## src/rtl/hb_reg_pkg.sv

```systemverilog
package hb_reg_pkg;

  typedef enum logic [1:0] {
    ST_IDLE = 2'd0,
    ST_LEAD = 2'd1,
    ST_XFER = 2'd2
  } seq_state_e;

  localparam int HDR_BYTES  = 6;
  localparam int DATA_BYTES = 2;
  localparam int XFER_BYTES = HDR_BYTES + DATA_BYTES;
  localparam int ADDR_FIELD = 22;   // widest register address the word can carry
  localparam int ADDR_LSB   = 23;   // position of the address field in the word

  // Command/address word for a register-space linear write.
  function automatic logic [47:0] ca_word(input logic [ADDR_FIELD-1:0] reg_addr);
    logic [47:0] w;
    w = '0;
    w[47] = 1'b0;                                  // write
    w[46] = 1'b1;                                  // register space
    w[45] = 1'b1;                                  // linear burst
    w[ADDR_LSB+ADDR_FIELD-1:ADDR_LSB] = reg_addr;
    return w;
  endfunction

  // Bus clock level for transfer cycle k: low first, then two cycles per level.
  function automatic logic bus_ck_level(input logic [7:0] k);
    logic [7:0] n;
    n = k + 8'd1;
    return n[1];
  endfunction

endpackage

```

## src/rtl/hb_reg_ctrl.sv

```systemverilog
module hb_reg_ctrl
  import hb_reg_pkg::*;
#(
  parameter int LEAD_CYCLES = 2,
  parameter int XFER_CYCLES = 16,
  localparam int LEAD_W = (LEAD_CYCLES > 1) ? $clog2(LEAD_CYCLES) : 1,
  localparam int CNT_W  = $clog2(XFER_CYCLES)
) (
  input  logic             clk_i,
  input  logic             rst_ni,
  input  logic             stb_i,
  output logic             accept_o,
  output logic             in_xfer_o,
  output logic             busy_o,
  output logic             done_o,
  output logic [CNT_W-1:0] cyc_o
);

  seq_state_e        state_q;
  logic [LEAD_W-1:0] lead_q;
  logic [CNT_W-1:0]  cyc_q;

  assign accept_o  = stb_i && (state_q == ST_IDLE);
  assign in_xfer_o = (state_q == ST_XFER);
  assign busy_o    = (state_q != ST_IDLE);
  assign done_o    = in_xfer_o && (cyc_q == CNT_W'(XFER_CYCLES - 1));
  assign cyc_o     = cyc_q;

  always_ff @(posedge clk_i or negedge rst_ni) begin
    if (!rst_ni) begin
      state_q <= ST_IDLE;
      lead_q  <= '0;
      cyc_q   <= '0;
    end else begin
      case (state_q)
        ST_IDLE: begin
          if (accept_o) begin
            state_q <= ST_LEAD;
            lead_q  <= '0;
          end
        end
        ST_LEAD: begin
          if (lead_q == LEAD_W'(LEAD_CYCLES - 1)) begin
            state_q <= ST_XFER;
            cyc_q   <= '0;
          end else begin
            lead_q <= lead_q + 1'b1;
          end
        end
        ST_XFER: begin
          if (done_o) state_q <= ST_IDLE;
          else        cyc_q   <= cyc_q + 1'b1;
        end
        default: state_q <= ST_IDLE;
      endcase
    end
  end

endmodule

```

## src/rtl/hb_reg_frame.sv

```systemverilog
module hb_reg_frame #(
  parameter int NBYTES = 8,
  localparam int FRAME_W = NBYTES * 8,
  localparam int IDX_W   = $clog2(NBYTES)
) (
  input  logic               clk_i,
  input  logic               rst_ni,
  input  logic               load_i,
  input  logic [FRAME_W-1:0] frame_i,
  input  logic [IDX_W-1:0]   idx_i,
  output logic [7:0]         byte_o
);

  logic [FRAME_W-1:0] frame_q;
  logic [7:0]         bytes_w [NBYTES];

  always_ff @(posedge clk_i or negedge rst_ni) begin
    if (!rst_ni)     frame_q <= '0;
    else if (load_i) frame_q <= frame_i;
  end

  // Byte 0 is the most significant byte and leaves the block first.
  for (genvar b = 0; b < NBYTES; b++) begin : g_split
    assign bytes_w[b] = frame_q[FRAME_W-1-8*b -: 8];
  end

  assign byte_o = bytes_w[idx_i];

endmodule

```

## src/rtl/hb_reg_writer.sv

```systemverilog
module hb_reg_writer
  import hb_reg_pkg::*;
#(
  parameter int ADDR_W      = 8,
  parameter int LEAD_CYCLES = 2
) (
  input  logic              clk_i,
  input  logic              rst_ni,
  input  logic              wr_stb_i,
  input  logic [ADDR_W-1:0] wr_addr_i,
  input  logic [15:0]       wr_data_i,
  output logic              busy_o,
  output logic              hb_cs_n_o,
  output logic              hb_ck_o,
  output logic [7:0]        hb_dq_o,
  output logic              hb_dq_oe_o,
  output logic              hb_rwds_o,
  output logic              hb_rwds_oe_o
);

  localparam int XFER_CYCLES = 2 * XFER_BYTES;
  localparam int CNT_W       = $clog2(XFER_CYCLES);
  localparam int IDX_W       = $clog2(XFER_BYTES);

  // Internal events, named for the checker.
  logic             accept_w;
  logic             in_xfer_w;
  logic             xfer_done_w;
  logic [CNT_W-1:0] cyc_w;
  logic [IDX_W-1:0] byte_idx_w;
  logic [7:0]       cur_byte_w;
  logic [8*XFER_BYTES-1:0] frame_w;

  assign frame_w = {ca_word(ADDR_FIELD'(wr_addr_i)), wr_data_i[7:0], wr_data_i[15:8]};

  hb_reg_ctrl #(
    .LEAD_CYCLES(LEAD_CYCLES),
    .XFER_CYCLES(XFER_CYCLES)
  ) u_ctrl (
    .clk_i     (clk_i),
    .rst_ni    (rst_ni),
    .stb_i     (wr_stb_i),
    .accept_o  (accept_w),
    .in_xfer_o (in_xfer_w),
    .busy_o    (busy_o),
    .done_o    (xfer_done_w),
    .cyc_o     (cyc_w)
  );

  assign byte_idx_w = cyc_w[CNT_W-1:1];

  hb_reg_frame #(
    .NBYTES(XFER_BYTES)
  ) u_frame (
    .clk_i   (clk_i),
    .rst_ni  (rst_ni),
    .load_i  (accept_w),
    .frame_i (frame_w),
    .idx_i   (byte_idx_w),
    .byte_o  (cur_byte_w)
  );

  assign hb_cs_n_o    = !in_xfer_w;
  assign hb_ck_o      = in_xfer_w && bus_ck_level(8'(cyc_w));
  assign hb_dq_o      = in_xfer_w ? cur_byte_w : 8'h00;
  assign hb_dq_oe_o   = in_xfer_w;
  assign hb_rwds_o    = 1'b0;
  assign hb_rwds_oe_o = 1'b0;

endmodule

```

## config.mk

```make
export PLATFORM = sky130hd
export DESIGN_NAME = hb_reg_writer
export DESIGN_NICKNAME = d
export VERILOG_FILES = /design/src/rtl/hb_reg_pkg.sv /design/src/rtl/hb_reg_ctrl.sv /design/src/rtl/hb_reg_frame.sv /design/src/rtl/hb_reg_writer.sv
export SDC_FILE = /design/constraint.sdc
export NUM_CORES = 1
export LEC_CHECK = 0
export CORE_MARGIN = 4
export CORE_UTILIZATION = 48
export CTS_BUF_LIST = sky130_fd_sc_hd__clkbuf_4
export DETAILED_ROUTE_END_ITERATION = 12
export MAX_ROUTING_LAYER = met4
export PLACE_DENSITY_LB_ADDON = 0.08
export SKIP_LAST_GASP = 1
export SLEW_MARGIN = 15
export SYNTH_ARGS = -nofsm -noshare
export SYNTH_HDL_FRONTEND = slang
export SYNTH_SLANG_ARGS = --single-unit
```

## constraint.sdc

```tcl
create_clock -name clk_i -period 2.33 [get_ports clk_i]
set_input_delay 0.3495 -clock clk_i [delete_from_list [all_inputs] [get_ports clk_i]]
set_output_delay 0.3495 -clock clk_i [all_outputs]
set_load 0.005 [all_outputs]
```

=== Word level (Yosys, flattened, before mapping) ===
Cells that the tools add are included.

* Add/sub/neg operators: 3
* $mul: 0
* Divide/modulo/power cells: 0
* Order comparisons: 1
* Equal/unequal tests: 7
* Shifts and indexed selects: 0
* Multiplexer cells: 14
* Bitwise gates (word level): 1
* Reductions and logical operators: 11

{| class="wikitable"
|+ Operator list
! operator !! number
|-
| 8-bit binary-select mux with 3-bit select || 1
|-
| 8-bit 2-to-1 mux || 3
|-
| 4-bit 2-to-1 mux || 2
|-
| 4-bit case mux with 2 select lines || 1
|-
| 2-bit 2-to-1 mux || 3
|-
| 2-bit case mux with 3 select lines || 1
|-
| 3-bit AND reduction || 2
|-
| 2-bit nonzero test || 3
|-
| 4-bit by 1-bit adder with 4-bit output, second input constant || 1
|-
| 4-bit == test, second input constant || 1
|-
| 4-bit greater-or-equal comparator, second input constant || 1
|-
| 2-bit by 1-bit != test with 1-bit output, second input constant || 2
|-
| 2-bit != test, second input constant || 2
|-
| 3-bit NOT with 4-bit output || 1
|-
| 1-bit logical AND || 3
|-
| 2-bit by 1-bit adder with 2-bit output, second input constant || 1
|-
| 2-bit by 1-bit == test with 1-bit output, second input constant || 1
|-
| 2-bit == test, second input constant || 1
|-
| 2-bit logical NOT || 1
|-
| 1-bit 2-to-1 mux || 2
|-
| 1-bit case mux with 2 select lines || 1
|-
| 2-bit AND reduction || 1
|-
| 1-bit adder, second input constant || 1
|-
| 1-bit logical NOT || 1
|}

* Bits in registers: 32
* Latch bits: 0
* RAM bits: 0
* ROM bits: 0
* Input bits: 27
* Output and inout port bits: 14
* Word-level logic and storage cells: 41
* Memories kept: 0

=== Longest topological paths before layout ===
* Depth in word-level cells: 5
* Gate-level depth with buffers: 5
* Depth with buffers taken out: 5

=== Cells and area by module ===
From an unflattened synthesis, not the netlist that was laid out.

* Cells, all modules: 217
* Area total of the unflattened synthesis: 3,368.2 µm²

{| class="wikitable"
|+ By module, submodules not included
! module !! instances !! cells an instance !! area each (µm²) !! sequential area each (µm²)
|-
| hb_reg_frame || 1 || 164 || 2,906.5 || 1,601.5
|-
| hb_reg_ctrl || 1 || 38 || 362.8 || 175.2
|-
| hb_reg_writer || 1 || 15 || 98.8 || 0.0
|}

=== Least setup slack after synthesis ===
Ideal clock, no wire load.

* Path kind: register to output
* Start point: register u_ctrl.cyc_q[1] (netlist: u_ctrl.cyc_o[1])
* End point: output hb_dq_o[2]
* Arrival time: 1.117 ns
* Data required time: 1.980 ns
* Slack: 0.863 ns
* Stages on the path, launching flop included: 5
* Cells stage by stage: dfrtp_1 > buf_2 > mux2_2 > a22oi_1 > nor2_1

* Cells in the longest elaborated chain, start to end: 5

{| class="wikitable"
|+ RTL lines
! element !! line !! text
|-
| start, declared || hb_reg_ctrl.sv:21 || <nowiki>logic [CNT_W-1:0] cyc_q;</nowiki>
|-
| start signal, assigned || hb_reg_ctrl.sv:52 || <nowiki>else cyc_q <= cyc_q + 1'b1;</nowiki>
|-
| 3-bit NOT with 4-bit output (not written as such) || hb_reg_frame.sv:27 || <nowiki>assign byte_o = bytes_w[idx_i];</nowiki>
|-
| 8-bit binary-select mux with 3-bit select || hb_reg_frame.sv:27 ||
|-
| 8-bit 2-to-1 mux (not written as such) (2 in series) || hb_reg_frame.sv:27 ||
|-
| 8-bit 2-to-1 mux || hb_reg_writer.sv:65 || <nowiki>assign hb_dq_o = in_xfer_w ? cur_byte_w : 8'h00;</nowiki>
|-
| end, declared || hb_reg_writer.sv:15 || <nowiki>output logic [7:0] hb_dq_o,</nowiki>
|}

Every way passes these cells. The select of a mux whose other input is x is not followed.

=== Worst setup path after layout ===
* Start point: register u_ctrl.cyc_q[1] (netlist: u_ctrl.cyc_o[1])
* End point: output hb_ck_o

* Cells in the longest elaborated chain, start to end: 2

{| class="wikitable"
|+ RTL lines
! element !! line !! text
|-
| 2-bit by 1-bit adder with 2-bit output || hb_reg_pkg.sv:29 || <nowiki>n = k + 8'd1;</nowiki>
|-
| 1-bit logical AND || hb_reg_writer.sv:64 || <nowiki>assign hb_ck_o = in_xfer_w && bus_ck_level(8'(cyc_w));</nowiki>
|-
| end, declared || hb_reg_writer.sv:14 || <nowiki>output logic hb_ck_o,</nowiki>
|}

Every way passes these cells.

==> flow_summary.yaml <==
outcome:
  status: "finished clean"
timing:
  period_share: 0.964
  fin_skew_ns: 0.00347
  max_freq_mhz: 445
  drv_slew: 0
  finalCriticalPeriod_ns: 2.25
  relSlewSlack: 0.632
  finalHoldViolations: 0
  tightestPinTransition_ns: 0.551
  setup_viol: 0
finish:
  drive_gt1_frac: 0.318
  final_core_util: 0.678
  register_area_sq_um: 802
  syn_to_final_growth_pct: 30.4
  fillers: 263
  layout.nets: 201
  multi_input_comb_area_sq_um: 772
  diodes: 0
  final_area_sq_um: 2140
yosys:
  synth_edf_count: 0
  yosysSeqAreaShare: 0.488
  yosys-top-cells-area: "dfrtp_1 (49%), mux2_4 (17%), mux2_2 (8.9%)"
  synth_compound_area_frac: 0.0503
  yosys_warnings: 0
  muxShareOfSynthArea: 0.294
  synth_area_leader_cell: "dfrtp_1"
  synthCells: 125
  syn_area_per_cell_sq_um: 13.1
  synth_top_family_by_area: "multiplexers"
  yosys.area_share.simple: 0.108
  synth_adder_area_share: 0.00763
  synthFlopType: "dfrtp_1"
  synth_xor_area_frac: 0.00534
  synth_cell_types: 29
  synth_area_sq_um: 1640
  synth.ff_latch_count: 32
  async_flop_share: 1.00
  synth_top_area_frac: 0.488
place:
  gp_congestion: 0.810
  dp_hpwl_um: 2340
  place.port_buffers: 38
  post_dp_cell_area_sq_um: 2050
detailed_routing:
  routed_wl_um: 3230
  ant_nets: 0
  drc: 0
  drt-pass1-iter-count: 4
  drt_iter0_markers: 59
  vias_per_cell: 5.10
  route.vias.total: 1107
  wire_per_inst_um: 14.9
critical_path:
  cp.arrival_ns: 1.90
  rrSetupSlack_ns: 0.70
  max_stage_delay_ns: 0.50
  timing.rr.end: "u_frame.bytes_w[12]"
  critPathSlowestCell: "clkdlybuf4s50_1"
  worst-path-buf-inv: 3
  critPathMaxFanout: 6
  path_cells: "buf_4 -> ha_1 -> inv_1 -> nor2_2 -> clkdlybuf4s50_1"
  worstRegToRegCells: 3
  crit_required_ns: 1.98
  cp-end-kind: "output port"
  crit_family: "buffers and inverters"
  cp_num_cells: 5
  cp-start-kind: "flip-flop"
  crit_type: "flip-flop to output port"
  rr_startpoint: "u_ctrl.state_q[1]"
clocking:
  clk_latency_ns: 0.33
  root_buffer: "clkbuf_4"
  cts_buffers: 5
  tritoncts_num_sinks: 32
  cts_tree: "yes"
  clk_pin_slew_ns: 0.09
  cts_hold_buf: 0
  clockBufferDepth: 2
  h-tree-depth: 2
power:
  power_density_nw_per_um2: 1140
  power_mw: 2.45
  ir_drop_mv: 0.499
  p_leak_nw: 0.943
global_route:
  grt_max_degree: 33
  grt_pass1_vias: 1175
  antenna_found_initial: 0
  globalRouteTotalUtil: 0.172
  grt_pass1_wl_um: 5490
  grt-ovfl-total: 0
die:
  die_h_um: 66.5
  dieArea_sq_um: 4420
  rows: 20
  die_w_um: 66.5
  coreArea_sq_um: 3150
  start_util: 0.520
  io_pins: 41
hold_path:
  hp-class: "input port to async pin"
run:
  cap_violations: 0
where the power goes:
part	internal, mW	total, mW	leakage, nW	switching [mW]
Combinational	0.726	1.13	0.532	0.409
Sequential	0.821	1.01	0.379	0.191
Clock	0.123	0.301	0.0315	0.178
routing by layer:
metal  vias to the layer above  part of all wire  wire, um  track usage
met5                         -                 0         0            -
met4                         0             0.019        60       0.0685
met3                         7             0.044       143       0.0422
met2                        31              0.48      1560        0.271
met1                       540              0.46      1470        0.213
li1                        529                 -         -            -
synth_stat cells (2+ instances only):
| library cell | instances |
|---|---|
| a22oi_1 | 5 |
| nor2_1 | 10 |
| a21oi_1 | 3 |
| or2_2 | 2 |
| nand3_1 | 2 |
| mux2_4 | 19 |
| nand3b_1 | 3 |
| clkbuf_1 | 2 |
| buf_4 | 2 |
| mux2_2 | 13 |
| inv_1 | 3 |
| mux2i_1 | 5 |
| nand2_1 | 8 |
| a2bb2oi_1 | 2 |
| dfrtp_1 | 32 |
what timing repair did:
item | CTS | global route
gates cloned | 0 | 0
resized for setup | 1 | 1
buffers inserted | 0 | 4
endpoints found under the setup margin | 8 | 8
worst max-delay path by stage:
stage	start	end	slack [ns]
final	u_ctrl.cyc_o[1]	hb_ck_o	0.08
after global routing	u_ctrl.cyc_o[1]	hb_dq_o[3]	-0.007
after CTS	u_ctrl.cyc_o[1]	hb_ck_o	0.01
after detailed placement	u_ctrl.cyc_o[1]	hb_ck_o	0.34
after global placement	u_ctrl.cyc_o[1]	hb_dq_o[5]	0.36
after floorplan	u_ctrl.cyc_o[1]	hb_dq_o[2]	0.86
placed cells by master, fill, tap and decap left out, drive strengths merged, types with 2 or more instances in the layout:
master         netlist  routed
clkbuf               2       6
mux2                32      32
or2                  2       2
a22oi                5       5
inv                  3       3
dfrtp               32      32
mux2i                5       5
nand3                2       2
a21oi                3       3
nor2                11      11
conb                 1       2
nand3b               3       3
clkdlybuf4s50        0      38
buf                  5       9
nand2                9       9
a2bb2oi              2       2
nand2b               2       2
metrics by stage:
stage	cells	TNS, ns	setup WS (ns)	hold WS (ns)
final	217	0	0.0847	0.414
after global routing	217	-0.00659	-0.00659	0.440
after CTS	213	0	0.0119	0.421
after detailed placement	206	0	0.335	0.489
after global placement	206	0	0.358	0.486
after floorplan	126	0	0.863	0.0539
area by class of cell:
| type | instances | area share |
|---|---|---|
| inverter | 3 | 0.00527 |
| clock buffer | 6 | 0.0211 |
| multi-input combinational | 84 | 0.361 |
| sequential | 32 | 0.375 |
| tap | 44 | 0.0257 |
| clock inverter | 1 | 0.00234 |
| timing repair buffer | 47 | 0.209 |
worst reg2reg max path: stages, from the launching register on:
cell      delay (ns)
dfrtp_1         0.47
nand2b_4        0.20
nor2_8          0.44
mux2_2          0.41
registers in the layout (all words and copies together), names as in the netlist:
signal and cells:
u_frame.bytes_w 25, u_ctrl.cyc_o 4, u_ctrl.state_q 2, u_ctrl.lead_q 1
kinds of logic (layout without fill, tap and decap cells):
kind of cell,after synthesis,in the layout
mux,37,37
flops,32,32
simple gates,31,31
compound gates,12,12
buf+inv,10,57
fa+ha+maj,1,1
other cells,1,2
xor+xnor,1,1
Note: power is estimated with default switching activity, not from simulation.
